`config.mk`:
```
export PLATFORM = sky130hd
export DESIGN_NAME = prot_erase_seq
export DESIGN_NICKNAME = d
export VERILOG_FILES = /design/src/rtl/mers_pkg.sv /design/src/rtl/mers_opt_hold.sv /design/src/rtl/mers_page_filter.sv /design/src/rtl/mers_page_cursor.sv /design/src/rtl/prot_erase_seq.sv
export SDC_FILE = /design/constraint.sdc
export NUM_CORES = 1
export LEC_CHECK = 0
export BUFFER_PORTS_ARGS = -buffer_cell sky130_fd_sc_hd__buf_2
export CORE_ASPECT_RATIO = 0.75
export CORE_UTILIZATION = 48
export DETAILED_ROUTE_END_ITERATION = 16
export GPL_TIMING_DRIVEN = 0
export PLACE_DENSITY_LB_ADDON = 0.05
export SLEW_MARGIN = 10
export SYNTH_ARGS = -nofsm -noshare
export SYNTH_HDL_FRONTEND = slang
export SYNTH_SLANG_ARGS = --single-unit
```
`constraint.sdc`:
```
create_clock -name clk -period 2.6 [get_ports clk]
set_input_delay 0.26 -clock clk [delete_from_list [all_inputs] [get_ports clk]]
set_output_delay 0.26 -clock clk [all_outputs]
set_load 0.005 [all_outputs]
```
`src/rtl/mers_pkg.sv`:
```
package mers_pkg;

    typedef enum logic [2:0] {
        ST_IDLE,
        ST_WIPE,
        ST_MASS,
        ST_SCAN,
        ST_PAGE,
        ST_RESTORE,
        ST_FINISH
    } seq_state_e;

    // Clear-request bit positions
    localparam int CLR_BACKUP = 0;
    localparam int CLR_SRAM1  = 1;
    localparam int CLR_SRAM2  = 2;
    localparam int CLR_CRYPTO = 3;
    localparam int CLR_N      = 4;

endpackage

```
`src/rtl/mers_opt_hold.sv`:
```
// Captures the run configuration at start so later input changes are ignored.
module mers_opt_hold #(
    parameter int PAGE_W = 6,
    parameter int CNT_W  = PAGE_W + 1
) (
    input  logic              clk,
    input  logic              rst_n,
    input  logic              capture_i,
    input  logic              full_i,
    input  logic              sec_i,
    input  logic [PAGE_W-1:0] lo_i,
    input  logic [PAGE_W-1:0] hi_i,
    input  logic [PAGE_W-1:0] ss_i,
    input  logic [CNT_W-1:0]  cnt_i,
    output logic              full_q,
    output logic              sec_q,
    output logic [PAGE_W-1:0] lo_q,
    output logic [PAGE_W-1:0] hi_q,
    output logic [PAGE_W-1:0] ss_q,
    output logic [CNT_W-1:0]  cnt_q
);

    always_ff @(posedge clk or negedge rst_n) begin
        if (!rst_n) begin
            full_q <= 1'b0;
            sec_q  <= 1'b0;
            lo_q   <= '0;
            hi_q   <= '0;
            ss_q   <= '0;
            cnt_q  <= '0;
        end else if (capture_i) begin
            full_q <= full_i;
            sec_q  <= sec_i;
            lo_q   <= lo_i;
            hi_q   <= hi_i;
            ss_q   <= ss_i;
            cnt_q  <= cnt_i;
        end
    end

    // Captured values hold while no capture is requested
    AST_CFG_HELD: assert property (@(posedge clk) disable iff (!rst_n)
        !capture_i |=> $stable(cnt_q) && $stable(lo_q) && $stable(hi_q));

endmodule

```
`src/rtl/mers_page_filter.sv`:
```
// Decides the erase mode and whether the current page is protected.
module mers_page_filter #(
    parameter int PAGE_W = 6
) (
    input  logic [PAGE_W-1:0] page_i,
    input  logic              full_i,
    input  logic              sec_i,
    input  logic [PAGE_W-1:0] lo_i,
    input  logic [PAGE_W-1:0] hi_i,
    input  logic [PAGE_W-1:0] ss_i,
    output logic              use_mass_o,
    output logic              skip_o
);

    logic in_pcode;
    logic in_secure;

    always_comb begin
        in_pcode   = (page_i >= lo_i) && (page_i <= hi_i);
        in_secure  = (page_i >= ss_i);
        // Whole-array erase is allowed only when no secure area must survive
        use_mass_o = full_i && !sec_i;
        // Either protection rule is enough to keep the page
        skip_o     = (!full_i && in_pcode) || (sec_i && in_secure);
    end

endmodule

```
`src/rtl/mers_page_cursor.sv`:
```
// Ascending page index with an end-of-range flag.
module mers_page_cursor #(
    parameter int PAGE_W = 6,
    parameter int CNT_W  = PAGE_W + 1
) (
    input  logic              clk,
    input  logic              rst_n,
    input  logic              clear_i,
    input  logic              step_i,
    input  logic [CNT_W-1:0]  count_i,
    output logic [PAGE_W-1:0] page_o,
    output logic              at_end_o
);

    logic [CNT_W-1:0] idx_q;

    always_ff @(posedge clk or negedge rst_n) begin
        if (!rst_n) begin
            idx_q <= '0;
        end else if (clear_i) begin
            idx_q <= '0;
        end else if (step_i && (idx_q < count_i)) begin
            idx_q <= idx_q + 1'b1;
        end
    end

    assign page_o   = idx_q[PAGE_W-1:0];
    assign at_end_o = (idx_q >= count_i);

    AST_IDX_ASCEND: assert property (@(posedge clk) disable iff (!rst_n)
        !clear_i |=> idx_q >= $past(idx_q));

endmodule

```
`src/rtl/prot_erase_seq.sv`:
```
module prot_erase_seq
    import mers_pkg::*;
#(
    parameter  int PAGE_W = 6,
    localparam int CNT_W  = PAGE_W + 1
) (
    input  logic              clk,
    input  logic              rst_n,
    input  logic              start_i,
    input  logic              full_wipe_i,
    input  logic              secure_en_i,
    input  logic [PAGE_W-1:0] pcode_lo_i,
    input  logic [PAGE_W-1:0] pcode_hi_i,
    input  logic [PAGE_W-1:0] sec_start_i,
    input  logic [CNT_W-1:0]  page_count_i,
    output logic              pg_erase_req_o,
    output logic [PAGE_W-1:0] pg_erase_page_o,
    input  logic              pg_erase_done_i,
    output logic              mass_erase_req_o,
    input  logic              mass_erase_done_i,
    output logic [3:0]        clear_req_o,
    output logic              opt_restore_o,
    output logic              opt_full_wipe_o,
    output logic              opt_pcode_en_o,
    output logic [PAGE_W-1:0] opt_pcode_lo_o,
    output logic [PAGE_W-1:0] opt_pcode_hi_o,
    output logic              busy_o,
    output logic              done_o
);

    seq_state_e state_q, state_d;

    logic              capture;
    logic              full_q, sec_q;
    logic [PAGE_W-1:0] lo_q, hi_q, ss_q;
    logic [CNT_W-1:0]  cnt_q;
    logic [PAGE_W-1:0] cur_page;
    logic              at_end;
    logic              use_mass;
    logic              page_skip;
    logic              step;
    logic              wipe_now;

    assign capture = (state_q == ST_IDLE) && start_i;

    mers_opt_hold #(.PAGE_W(PAGE_W), .CNT_W(CNT_W)) u_hold (
        .clk       (clk),
        .rst_n     (rst_n),
        .capture_i (capture),
        .full_i    (full_wipe_i),
        .sec_i     (secure_en_i),
        .lo_i      (pcode_lo_i),
        .hi_i      (pcode_hi_i),
        .ss_i      (sec_start_i),
        .cnt_i     (page_count_i),
        .full_q    (full_q),
        .sec_q     (sec_q),
        .lo_q      (lo_q),
        .hi_q      (hi_q),
        .ss_q      (ss_q),
        .cnt_q     (cnt_q)
    );

    mers_page_cursor #(.PAGE_W(PAGE_W), .CNT_W(CNT_W)) u_cursor (
        .clk      (clk),
        .rst_n    (rst_n),
        .clear_i  (capture),
        .step_i   (step),
        .count_i  (cnt_q),
        .page_o   (cur_page),
        .at_end_o (at_end)
    );

    mers_page_filter #(.PAGE_W(PAGE_W)) u_filter (
        .page_i     (cur_page),
        .full_i     (full_q),
        .sec_i      (sec_q),
        .lo_i       (lo_q),
        .hi_i       (hi_q),
        .ss_i       (ss_q),
        .use_mass_o (use_mass),
        .skip_o     (page_skip)
    );

    // State register
    always_ff @(posedge clk or negedge rst_n) begin
        if (!rst_n) state_q <= ST_IDLE;
        else        state_q <= state_d;
    end

    // Next state and cursor step
    always_comb begin
        state_d = state_q;
        step    = 1'b0;
        unique case (state_q)
            ST_IDLE:    if (start_i) state_d = ST_WIPE;
            ST_WIPE:    state_d = use_mass ? ST_MASS : ST_SCAN;
            ST_MASS:    if (mass_erase_done_i) state_d = ST_RESTORE;
            ST_SCAN: begin
                if (at_end) begin
                    state_d = ST_RESTORE;
                end else if (page_skip) begin
                    step    = 1'b1;
                end else begin
                    state_d = ST_PAGE;
                end
            end
            ST_PAGE: begin
                if (pg_erase_done_i) begin
                    step    = 1'b1;
                    state_d = ST_SCAN;
                end
            end
            ST_RESTORE: state_d = ST_FINISH;
            ST_FINISH:  state_d = ST_IDLE;
            default:    state_d = ST_IDLE;
        endcase
    end

    assign wipe_now = (state_q == ST_WIPE);

    // One clear line per retained-memory region
    for (genvar g = 0; g < CLR_N; g++) begin : g_clr
        assign clear_req_o[g] = wipe_now;
    end

    // Outputs decoded from state
    always_comb begin
        pg_erase_req_o   = 1'b0;
        mass_erase_req_o = 1'b0;
        opt_restore_o    = 1'b0;
        busy_o           = 1'b0;
        done_o           = 1'b0;
        unique case (state_q)
            ST_IDLE:    ;
            ST_WIPE:    busy_o = 1'b1;
            ST_MASS:    begin busy_o = 1'b1; mass_erase_req_o = 1'b1; end
            ST_SCAN:    busy_o = 1'b1;
            ST_PAGE:    begin busy_o = 1'b1; pg_erase_req_o = 1'b1; end
            ST_RESTORE: begin busy_o = 1'b1; opt_restore_o = 1'b1; end
            ST_FINISH:  done_o = 1'b1;
            default:    ;
        endcase
    end

    assign pg_erase_page_o = cur_page;
    // Restored options: protection enable forced off, bounds and flag kept
    assign opt_pcode_en_o  = 1'b0;
    assign opt_pcode_lo_o  = opt_restore_o ? lo_q : '0;
    assign opt_pcode_hi_o  = opt_restore_o ? hi_q : '0;
    assign opt_full_wipe_o = opt_restore_o ? full_q : 1'b0;

    AST_CMD_EXCL: assert property (@(posedge clk) disable iff (!rst_n)
        !(pg_erase_req_o && mass_erase_req_o));
    AST_MASS_ONLY_FULL: assert property (@(posedge clk) disable iff (!rst_n)
        mass_erase_req_o |-> full_q && !sec_q);
    AST_PAGE_NOT_SKIPPED: assert property (@(posedge clk) disable iff (!rst_n)
        pg_erase_req_o |-> !page_skip);
    AST_PAGE_BELOW_COUNT: assert property (@(posedge clk) disable iff (!rst_n)
        pg_erase_req_o |-> ({1'b0, pg_erase_page_o} < cnt_q));
    AST_PAGE_HOLD: assert property (@(posedge clk) disable iff (!rst_n)
        pg_erase_req_o && !pg_erase_done_i |=> pg_erase_req_o && $stable(pg_erase_page_o));
    AST_CLEAR_PULSE: assert property (@(posedge clk) disable iff (!rst_n)
        (|clear_req_o) |=> clear_req_o == 4'b0000);
    AST_BUSY_END_DONE: assert property (@(posedge clk) disable iff (!rst_n)
        $fell(busy_o) |-> done_o);
    AST_NO_ERASE_AT_RESTORE: assert property (@(posedge clk) disable iff (!rst_n)
        opt_restore_o |-> !pg_erase_req_o && !mass_erase_req_o);

endmodule

```
# Word-level counts from Yosys, hierarchy flattened
# Cells that the tools add are included.
op_classes:
  eq_ne: 10
  order_cmp: 5
  add_sub_neg: 1
  n_reduce_logical: 13
  muxes: 21
ops:
  columns: ["operator", "count"]
  rows:
  - ["$pmux 3 s6", 1]
  - ["$mux 3", 5]
  - ["$mux 7", 2]
  - ["$ge 6x6->1", 2]
  - ["$mux 6", 2]
  - ["$mux 1", 10]
  - ["$eq 3x3->1 const B", 3]
  - ["$add 7x1->7 const B", 1]
  - ["$ge 7x7->1", 1]
  - ["$lt 7x7->1", 1]
  - ["$eq 3x2->1 const B", 2]
  - ["$le 6x6->1", 1]
  - ["$logic_and 1x1->1", 6]
  - ["$ne 2x2->1 const B", 3]
  - ["$reduce_or 5->1", 1]
  - ["$reduce_and 4->1", 1]
  - ["$eq 3x1->1 const B", 1]
  - ["$logic_not 3->1", 1]
  - ["$ne 3x3->1 const B", 1]
  - ["$logic_not 1->1", 2]
  - ["$pmux 1 s2", 1]
  - ["$reduce_bool 2->1", 1]
  - ["$logic_or 1x1->1", 1]
word_totals:
  word_cells: 58
  output_inout_bits: 29
  reg_bits: 37
  in_bits: 32

# Longest topological paths before layout
logic_depth:
  depth_word: 10
  depth_mapped: 10
  depth_no_buf: 9

# Cells and area by module
# A second synthesis with hierarchy kept.
unflattened:
  cells_unflattened: 241
  hier_area_um2: 2552.4
modules_own_cells:
  columns: ["mod", "instances", "seq_area_each_um2", "cells_each", "area_per_inst_um2"]
  rows:
  - ["mers_opt_hold", 1, 675.6, 57, 1106.1]
  - ["mers_page_cursor", 1, 175.2, 69, 630.6]
  - ["mers_page_filter", 1, 0.0, 60, 435.4]
  - ["prot_erase_seq", 1, 75.1, 55, 380.4]

# Worst setup path after synthesis
# Ideal clock, no wire load.
synth_path:
  kind: "reg2reg"
  from: "register u_cursor.idx_q[0]"
  to: "register u_cursor.idx_q[6]"
  synth_period_minus_slack_ns: 2.535
  t_arrival_ns: 2.417
  setup_ns: 0.119
  required_time_ns: 2.481
  setup_slack_ns: 0.065
  n_path_buf: 0
  path_stages_with_launch: 10
  path_cell_list: "dfrtp_1 inv_1 ha_1 nand2b_1 a211o_1 a211o_1 nor4_4 o21ai_2 o31a_1 o21a_1"
synth_between:
  elab_chain_cells: 9
  elab_cells_between_ends: 17
  classes_between: "1 x add/sub; 5 x order compare; 5 x mux; 6 x reduce/logical"
synth_rtl:
  columns: ["item", "line_no", "text"]
  rows:
  - ["start: declaration", "mers_page_cursor.sv:15", "logic [CNT_W-1:0] idx_q;"]
  - ["start signal: assignment", "mers_page_cursor.sv:23", "idx_q <= idx_q + 1'b1;"]
  - ["$ge 6x6->1 or $le 6x6->1 (tied branches)", "mers_page_filter.sv:19", "in_pcode = (page_i >= lo_i) && (page_i <= hi_i);"]
  - ["$logic_and 1x1->1", "mers_page_filter.sv:19", null]
  - ["$logic_and 1x1->1", "mers_page_filter.sv:24", "skip_o = (!full_i && in_pcode) || (sec_i && in_secure);"]
  - ["$logic_or 1x1->1", "mers_page_filter.sv:24", null]
  - ["$mux 1", "prot_erase_seq.sv:102", "end else if (page_skip) begin"]
  - ["$mux 1", "prot_erase_seq.sv:100", "if (at_end) begin"]
  - ["$pmux 1 s2", "prot_erase_seq.sv:95", "unique case (state_q)"]
  - ["$logic_and 1x1->1", "mers_page_cursor.sv:22", "end else if (step_i && (idx_q < count_i)) begin"]
  - ["$reduce_bool 2->1 (no source line)", null, null]
# Parallel ways exist; a longest one is shown, timed or not. The select of a mux whose other input is x is not followed.
# A chain may end at the register's enable or synchronous reset.

# Worst setup path after layout
layout_path:
  from: "register u_cursor.idx_q[4]"
  to: "register u_cursor.idx_q[6]"
# The elaborated chain is that of the path after synthesis.

==> results.md <==
- Reg2reg start: u_cursor.idx_q[4]$_DFFE_PN0P_
- Commonest non-fill, non-tap cells in the layout: buf_2 (59), nand2_1 (46), dfrtp_1 (35)
- Final Net Count: 405
- Worst setup path category: flip-flop to flip-flop
- Net Switching: 0.00114 W
- Port bufs: 59
- CP endpoint kind: flip-flop
- GR Overflow Total: 0
- CTS Hold Bufs: 0
- Dpl hpwl: 4.08 mm
- Maximum vdd drop: 559 uV
- TritonCTS clock tree: yes
- Cells after Synth: 277
- #FFs+latches synth: 37
- Reg2reg path depth: 8
- Clock root buffer: clkbuf_8
- Worst R2R Setup Slack: 0.10 ns
- Avg Inst Size Synth: 8.67 um^2
- Worst EP arrival: 2.69 ns
- Clk pwr share: 0.185
- Slew headroom: 0.449
- Max Root-Sink Buffers: 2
- Leakage power: 1.53 nW
- Cts bufs inserted: 5
- Setup Total Neg Slack: 0 ns
- First-pass GRT wire length: 9.32 mm
- Asr flop ratio synth: 1.00
- Combinational power share: 0.486
- Final setup fails: 0
- ANT nets after route: 0
- CP Max Fanout: 6
- Post-synthesis cell area: 2400 um^2
- Width of the die: 83.7 um
- Vias: 2,038
- Seq pwr share: 0.329
- Hold Slack: 0.0562 ns
- Syn nets: 335
- Post-synth top flop: dfrtp_1
- Worst Clk Skew: 0.00829 ns
- Final min period: 2.50 ns
- WL final: 5.55 mm
- Most common cell after layout, fill and taps aside: buf_2
- Number of synthesized flops with an enable pin: 0
- Req. time, crit path: 2.79 ns
- Core Region: 4620 um^2
- Inserted Diodes: 0
- Power Internal: 0.00176 W
- Number of remaining DRC errors: 0
- Clock Sinks: 37
- Placed Area: 2770 um^2
- Sw frac: 0.393
- Routed len/inst: 13.7 um
- Power Dens Cells: 988 nW/um^2
- Die Footprint: 5290 um^2
- DRT Pass-1 Iters: 4
- Vias in the first global route: 1,881
- Clock transition at path regs: 0.08 ns
- Initial antenna violation count: 0
- Maximum clock frequency: 400 MHz
- Die Y: 63.3 um
- RSZ-0062 raised after global routing: no
- Final instance area: 2940 um^2
- Sequential element share of the synthesized area: 0.386
- Share of cells above drive strength 1: 0.264
- Number of max-cap violations: 0
- Count of pins over their slew limit: 0
- H-Tree Depth: 2
- Critical R2R Capture: u_cursor.idx_q[6]$_DFFE_PN0P_
- Vias per cell: 5.03
- GRT Util Overall: 0.231
- Placement Setup Slack: -0.230 ns
- Hold Vio Cnt, Final: 0
- Largest net degree at the start of global routing: 38
- Clk_lat worst skew: 0.30 ns
- Initial drt markers: 80
- RePlAce Congestion: 0.820
- Crit path launch type: flip-flop
- Worst Max-Slew Pin Slew: 0.827 ns
- Worst Slack Setup Final: 0.101 ns
- Rows: 21
- Io pins: 61
- Netlist cell types: 36
- Final worst path period share: 0.961
- Layout area overhead: 22.3%
- Yosys warnings: 0
- Outcome: completed
- Initial Utilization: 0.519
- Worst hold path type: input port to async pin
## power by group through the flow
stage / combinational, W / clock (W) / sequential, W
6_report: 0.00141 / 0.000537 / 0.000955
5_1_grt: 0.00163 / 0.000577 / 0.000987
4_1_cts: 0.00141 / 0.000543 / 0.000956
3_5_place_dp: 0.00138 / 0 / 0.000971
3_3_place_gp: 0.00133 / 0 / 0.000965
2_1_floorplan: 0.000994 / 0 / 0.000928
## synthesized netlist by cell type (2+ instances only)
| master | instances | area, um^2 |
|---|---|---|
| nor2b_1 | 3 | 18.8 |
| ha_1 | 26 | 325 |
| a211oi_1 | 2 | 15.0 |
| a21oi_1 | 11 | 55.1 |
| nor2_1 | 11 | 41.3 |
| inv_1 | 26 | 97.6 |
| o31ai_1 | 3 | 22.5 |
| nor3b_1 | 3 | 22.5 |
| mux2i_1 | 2 | 20.0 |
| nand4_1 | 4 | 25.0 |
| nor4_4 | 2 | 42.5 |
| o21ai_0 | 28 | 140 |
| and2_1 | 16 | 100 |
| nand3_1 | 5 | 25.0 |
| nor3_1 | 4 | 20.0 |
| buf_4 | 11 | 82.6 |
| dfrtp_1 | 37 | 926 |
| nand2_1 | 46 | 173 |
| and3b_1 | 2 | 17.5 |
| o211ai_1 | 5 | 37.5 |
| a211o_1 | 2 | 17.5 |
| nand2b_1 | 4 | 25.0 |
| clkbuf_1 | 10 | 37.5 |
| a21o_1 | 2 | 15.0 |
## worst max path at each step
stage / startpoint / slack (ns) / depth (start not counted) / to
2_1_floorplan: u_cursor.idx_q[0]$_DFFE_PN0P_ / 0.06 / 9 / u_cursor.idx_q[6]$_DFFE_PN0P_
3_3_place_gp: u_cursor.idx_q[0]$_DFFE_PN0P_ / -0.19 / 9 / u_cursor.idx_q[6]$_DFFE_PN0P_
3_5_place_dp: u_cursor.idx_q[0]$_DFFE_PN0P_ / -0.23 / 9 / u_cursor.idx_q[6]$_DFFE_PN0P_
4_1_cts: u_cursor.idx_q[0]$_DFFE_PN0P_ / 0.02 / 9 / u_cursor.idx_q[6]$_DFFE_PN0P_
5_1_grt: u_cursor.idx_q[4]$_DFFE_PN0P_ / 0.004 / 9 / u_cursor.idx_q[6]$_DFFE_PN0P_
6_report: u_cursor.idx_q[4]$_DFFE_PN0P_ / 0.10 / 8 / u_cursor.idx_q[6]$_DFFE_PN0P_
## through the flow
step	instances	power, W	util
final	405	0.00290	0.635
after global placement	393	0.00230	0.598
after CTS	403	0.00291	0.631
after detailed placement	393	0.00235	0.598
after global routing	405	0.00319	0.635
after floorplan	277	0.00192	-
## cells by family after synthesis
group	Yosys count	synth area share
buffers and inverters	48	0.0954
and+or+nand+nor	101	0.215
xor gates and xnor gates	1	0.00365
adders and majority gates	26	0.135
other	1	0.00156
DFF	37	0.386
muxes	3	0.0130
AOI/OAI and AO/OA	60	0.150
## registers in the layout, indices dropped and copies added, names as in the netlist
register	count
u_hold.hi_q	6
state_q	3
u_hold.ss_q	6
u_cursor.idx_q	7
u_hold.lo_q	6
u_hold.sec_q	1
u_hold.cnt_q	7
u_hold.full_q	1
## timing repair
action | in CTS | in global routing
endpoints found under the setup margin | 9 | 5
setup buffers | 2 | 2
hold endpoints to repair | 0 | 0
pin swaps | 1 | 0
gates resized for setup | 4 | 2
## worst max-delay path, stage by stage, from the launching register on
cell      delay, ns
dfrtp_2        0.47
ha_1           0.33
a211oi_1       0.23
nor2_1         0.10
a211o_2        0.39
o31ai_4        0.28
o21ai_2        0.10
o31a_1         0.31
o21a_1         0.18
## layout make-up
type	count	area [um^2]
inverters	26	97.6
flip-flops and latches	37	928
repair buffers	63	325
clock buffers	6	82.6
well taps	57	71.3
plain buffers	22	131
clock inverters	2	37.5
fillers	421	1690
multi-input cells	192	1260
## layer usage
| metal | track usage | share of wire |
|---|---|---|
| met1 | 0.346 | 0.53 |
| met2 | 0.327 | 0.41 |
| met3 | 0.0446 | 0.048 |
| met4 | 0.0890 | 0.014 |
| met5 | 0 | 0 |
No activity file was read; power rests on OpenSTA's default activity.
